### src/rtl/fxq_pkg.sv
`timescale 1ns/1ps
package fxq_pkg;
  typedef enum logic [1:0] {Q_TRUNC, Q_SYM, Q_CONV} qmode_e;
  typedef enum logic {O_WRAP, O_SAT} omode_e;
endpackage

### src/rtl/fxq_round.sv
`timescale 1ns/1ps
module fxq_round #(
  parameter int             IN_W      = 8,
  parameter int             IN_F      = 4,
  parameter bit             IN_SIGNED = 1'b1,
  parameter int             OUT_F     = 2,
  parameter int             WW        = 12,
  parameter fxq_pkg::qmode_e QMODE    = fxq_pkg::Q_SYM
) (
  input  logic [IN_W-1:0]        din_i,
  output logic signed [WW-1:0]   val_o
);
  localparam int SH = IN_F - OUT_F;

  logic                 sgn;
  logic signed [WW-1:0] ext;

  assign sgn = IN_SIGNED && din_i[IN_W-1];
  assign ext = {{(WW-IN_W){sgn}}, din_i};

  if (SH > 0) begin : g_narrow
    logic signed [WW-1:0] flr;
    logic half, rest_nz, neg, inc;

    assign flr  = ext >>> SH;
    assign half = ext[SH-1];
    assign neg  = ext[WW-1];
    if (SH > 1) begin : g_rest
      assign rest_nz = |ext[SH-2:0];
    end else begin : g_norest
      assign rest_nz = 1'b0;
    end

    always_comb begin
      inc = 1'b0;
      if (QMODE == fxq_pkg::Q_SYM)       inc = half & (rest_nz | ~neg);
      else if (QMODE == fxq_pkg::Q_CONV) inc = half & (rest_nz | flr[0]);
    end

    assign val_o = flr + {{(WW-1){1'b0}}, inc};
  end else begin : g_widen
    // zero fill on the right, sign already extended on the left
    assign val_o = ext <<< (OUT_F - IN_F);
  end
endmodule

### src/rtl/fxq_clamp.sv
`timescale 1ns/1ps
module fxq_clamp #(
  parameter int              WW         = 12,
  parameter int              OUT_W      = 5,
  parameter bit              OUT_SIGNED = 1'b1,
  parameter fxq_pkg::omode_e OMODE      = fxq_pkg::O_SAT
) (
  input  logic signed [WW-1:0] val_i,
  output logic [OUT_W-1:0]     data_o,
  output logic                 ovf_o
);
  localparam logic signed [WW-1:0] ONE = WW'(1);
  localparam logic signed [WW-1:0] HI  = OUT_SIGNED ? (ONE <<< (OUT_W-1)) - ONE
                                                    : (ONE <<< OUT_W) - ONE;
  localparam logic signed [WW-1:0] LO  = OUT_SIGNED ? -(ONE <<< (OUT_W-1)) : '0;

  logic above, below;

  assign above = val_i > HI;
  assign below = val_i < LO;
  assign ovf_o = above | below;

  if (OMODE == fxq_pkg::O_SAT) begin : g_sat
    always_comb begin
      if (above)      data_o = HI[OUT_W-1:0];
      else if (below) data_o = LO[OUT_W-1:0];
      else            data_o = val_i[OUT_W-1:0];
    end
  end else begin : g_wrap
    assign data_o = val_i[OUT_W-1:0];
  end
endmodule

### src/rtl/fxq_delay.sv
`timescale 1ns/1ps
module fxq_delay #(
  parameter int W     = 6,
  parameter int DEPTH = 2
) (
  input  logic         clk_i,
  input  logic         rst_ni,
  input  logic         srst_i,
  input  logic         en_i,
  input  logic [W-1:0] d_i,
  output logic [W-1:0] q_o
);
  if (DEPTH == 0) begin : g_comb
    assign q_o = d_i;
  end else begin : g_pipe
    logic [W-1:0] stg [DEPTH];

    always_ff @(posedge clk_i or negedge rst_ni) begin
      if (!rst_ni) begin
        for (int i = 0; i < DEPTH; i++) stg[i] <= '0;
      end else if (srst_i) begin
        for (int i = 0; i < DEPTH; i++) stg[i] <= '0;
      end else if (en_i) begin
        stg[0] <= d_i;
        for (int i = 1; i < DEPTH; i++) stg[i] <= stg[i-1];
      end
    end

    assign q_o = stg[DEPTH-1];
  end
endmodule

### src/rtl/fxq_cast.sv
`timescale 1ns/1ps
module fxq_cast #(
  parameter int              IN_W       = 8,
  parameter int              IN_F       = 4,
  parameter bit              IN_SIGNED  = 1'b1,
  parameter int              OUT_W      = 5,
  parameter int              OUT_F      = 2,
  parameter bit              OUT_SIGNED = 1'b1,
  parameter fxq_pkg::qmode_e QMODE      = fxq_pkg::Q_SYM,
  parameter fxq_pkg::omode_e OMODE      = fxq_pkg::O_SAT,
  parameter int              LATENCY    = 2
) (
  input  logic             clk_i,
  input  logic             rst_ni,
  input  logic             srst_i,
  input  logic             en_i,
  input  logic [IN_W-1:0]  din_i,
  output logic [OUT_W-1:0] dout_o,
  output logic             ovf_o
);
  localparam int LSH = (OUT_F > IN_F) ? OUT_F - IN_F : 0;
  localparam int WA  = IN_W + 2 + LSH;
  localparam int WB  = OUT_W + 2;
  localparam int WW  = (WA > WB) ? WA : WB;

  logic signed [WW-1:0] rnd_val;
  logic [OUT_W-1:0]     cl_data;
  logic                 cl_ovf;
  logic [OUT_W:0]       pipe_q;

  fxq_round #(
    .IN_W(IN_W), .IN_F(IN_F), .IN_SIGNED(IN_SIGNED),
    .OUT_F(OUT_F), .WW(WW), .QMODE(QMODE)
  ) u_round (
    .din_i(din_i),
    .val_o(rnd_val)
  );

  fxq_clamp #(
    .WW(WW), .OUT_W(OUT_W), .OUT_SIGNED(OUT_SIGNED), .OMODE(OMODE)
  ) u_clamp (
    .val_i (rnd_val),
    .data_o(cl_data),
    .ovf_o (cl_ovf)
  );

  fxq_delay #(
    .W(OUT_W + 1), .DEPTH(LATENCY)
  ) u_delay (
    .clk_i (clk_i),
    .rst_ni(rst_ni),
    .srst_i(srst_i),
    .en_i  (en_i),
    .d_i   ({cl_ovf, cl_data}),
    .q_o   (pipe_q)
  );

  assign dout_o = pipe_q[OUT_W-1:0];
  assign ovf_o  = pipe_q[OUT_W];
endmodule

### config.mk
export PLATFORM = sky130hd
export DESIGN_NAME = fxq_cast
export DESIGN_NICKNAME = d
export VERILOG_FILES = /design/src/rtl/fxq_pkg.sv /design/src/rtl/fxq_round.sv /design/src/rtl/fxq_clamp.sv /design/src/rtl/fxq_delay.sv /design/src/rtl/fxq_cast.sv
export SDC_FILE = /design/constraint.sdc
export NUM_CORES = 1
export LEC_CHECK = 0
export BUFFER_PORTS_ARGS = -buffer_cell sky130_fd_sc_hd__buf_2
export CORE_ASPECT_RATIO = 0.7
export CORE_MARGIN = 2
export CORE_UTILIZATION = 35
export DETAILED_ROUTE_END_ITERATION = 10
export PLACE_DENSITY = 0.56
export RECOVER_POWER = 100
export SKIP_CTS_REPAIR_TIMING = 1
export SYNTH_ARGS = -nofsm -noshare
export SYNTH_HDL_FRONTEND = slang
export SYNTH_SLANG_ARGS = --single-unit
### constraint.sdc
create_clock -name clk_i -period 2.7 [get_ports clk_i]
set_clock_uncertainty 0.2 [all_clocks]
set_input_delay 0.27 -clock clk_i [delete_from_list [all_inputs] [get_ports clk_i]]
set_output_delay 0.27 -clock clk_i [all_outputs]
set_load 0.05 [all_outputs]
==> impl_metrics.ini <==
[clock_tree]
clk_latency_ps = 260
cts_tree = yes
clock_path_buffers = 2
htree_levels = 1
cts_root_buffer = clkbuf_4
clkTransAtPathRegs_ps = 70
cts.sinks = 12
cts_buffers = 3

[final_layout]
fin_util_pct = 40.76
layout.cells.non_filler = 106
syn_to_final_growth_pct = 7.639
diodes = 0
fill_cells = 198
regArea_sq_um = 300.3
multiInputGateArea_sq_um = 334.1
fin_nets = 100
drive_gt1_share_pct = 16.67

[power_and_ir_drop]
ir_worst_vdd_mv = 0.3208
cellLeakagePower_uw = 0.0003696
p_per_area_mw_per_mm2 = 479.9

[critical_path]
crit_path_end_kind = flip-flop
crit_slowest_cell = o221a_1
crit_type = in2reg
worstPathCellList = clkbuf_1, a21boi_0, ha_1, ha_1, nand3_1, nor2b_4, o221a_1, a211oi_1
required_ps = 2670
cp.arrival_ps = 2080
crit_fanout = 9
crit_top_cell = ha_1
reg2reg_setup_slack_ps = 1370
r2r_start = u_delay.g_pipe.stg[9]
slowest_delay_ps = 310
cp-startpoint = din_i[7]
start_kind = primary input

[floorplanning]
die_x_microns = 58.24
start_util_pct = 37.87
num_io_pins = 18
core_sq_mm = 0.001903
die_area_sq_mm = 0.002444
rows = 13
die_y_microns = 41.97

[timing]
hold_viol_final = 0
setup_slack_ps = 589.1
finalMaxSlewViolations = 0
fin_tns_setup_ps = 0
post-route-min-period_ps = 2111
worstMarginPinSlew_ps = 780.2
slew_headroom_pct = 47.99
fmax_ghz = 0.4737
rsz0062_at_grt = no
setup_viol = 0
period_share_pct = 78.18

[detailed_routing]
avgViaCountPerCell = 5.094
wire_per_inst_microns = 12.13
drcViolationCount = 0
drt.antenna.violating_nets = 0
drt-initial-drc-count = 21
vias = 540
routed_wl_mm = 1.286
first_pass_iters = 2

[yosys]
synth-edff-count = 0
synth.avg_cell_area_sq_um = 10.01
synth_fp_nets = 86
synth_top_area_share_pct = 41.67
ys_seq_area_share_pct = 41.67
synth_most_common_cell = dfrtp_1
synth-main-ff-cell = dfrtp_1
ys_top_cells_by_count = dfrtp_1 (12), nor2_1 (11), mux2i_1 (6)
yosysTopAreaCell = dfrtp_1
async_flop_share_pct = 100.0
ys_seq_elements = 12
ys.warnings.count = 0
synth.cell_area_sq_um = 720.7
ys_types = 26
synth_area_leaders = dfrtp_1 (42%), mux2i_1 (8.3%), a211oi_2 (6.9%)
syn_inst = 72

[outcome]
status = finished clean

[job]
cap_violations = 0

[global_route]
grt_first_pass_wirelength_mm = 2.187
overflow = 0
grt_max_degree = 16
grt_pass1_vias = 504
antenna_found_initial = 0
track_usage_pct = 11.98

[placed_design]
dp.cells = 102
port_buffers = 17
place_hpwl_mm = 1.008
dpl_worst_slack_ps = 516.9
gp_congestion = 0.7395

[worst_hold_path]
holdCritStartpoint = srst_i
hp-class = in2reg
[per-layer routing]
metal | routed length [microns] | global-route usage (%) | vias to the layer above
met5 | 0 | 0 | -
met4 | 0 | 1.395 | 0
met3 | 60 | 6.542 | 0
met2 | 617 | 18.41 | 9
met1 | 609 | 15.21 | 254
li1 | - | - | 277
[per-stage QoR]
| step | total power [uW] | cell area, sq um | hold WS (ps) |
|---|---|---|---|
| 2_1_floorplan | 257.4 | 720.7 | -225.6 |
| 3_3_place_gp | 276.2 | 778.2 | -40.41 |
| 3_5_place_dp | 277.2 | 778.2 | -35.68 |
| 4_1_cts | 384.9 | 800.8 | -327.9 |
| 5_1_grt | 398.5 | 775.7 | 124.6 |
| 6_report | 372.2 | 775.7 | 119.6 |
[final timing paths]
path / to / cells past startpoint
setup / recovery: u_delay.g_pipe.stg[11] / 8
hold / removal: u_delay.g_pipe.stg[8] / 2
setup reg to reg: u_delay.g_pipe.stg[9] / 3
hold reg to reg: u_delay.q_o[1] / 2
max in group asynchronous: u_delay.g_pipe.stg[7] / 2
min in group asynchronous: u_delay.g_pipe.stg[10] / 2
[critical path, delay by kind of cell]
kind / cells / cell delay [ps]
AOI/OAI and AO/OA: 3 / 760
adders and majority gates: 2 / 490
buffers and inverters: 1 / 280
and+or+nand+nor: 2 / 280
[placed cells by master (no fill, tap or decap), drive strengths merged]
cell         count
a2111oi          1
a211oi           4
a21boi           1
a21oi            5
and2             1
and4             1
buf              8
clkbuf          12
dfrtp           12
dlygate4sd3      1
ha               2
inv              2
mux2i            6
nand2            4
nand2b           2
nand3            3
nand4b           1
nor2            11
nor2b            2
nor3             1
o211ai           2
o221a            1
xor2             1
[power breakdown]
part / total (uW) / switching, uW / internal [uW]
Sequential: 195 / 5.11 / 190
Combinational: 72.6 / 46.9 / 25.7
Clock: 105 / 53.4 / 51.5
Total: 372 / 105 / 267
[flip-flops by register name, indices dropped and copies added (netlist names)]
name / count
u_delay.g_pipe.stg: 6
u_delay.q_o: 6
[cells by family after synthesis]
logic type,Yosys count,synth area share [%]
and+or+nand+nor,26,18.40
AOI/OAI and AO/OA,14,18.23
DFF,12,41.67
buffers and inverters,11,8.681
muxes,6,8.334
adders and majority gates,2,3.472
xor gates and xnor gates,1,1.215
[layout make-up]
type | count | share of cell area, %
sequential | 12 | 38.71
multi-input combinational | 49 | 43.06
inverter | 2 | 0.9677
clock buffer | 3 | 2.903
timing repair buffer | 18 | 10.81
tap | 22 | 3.548
Power figures use the tool's default switching activity.
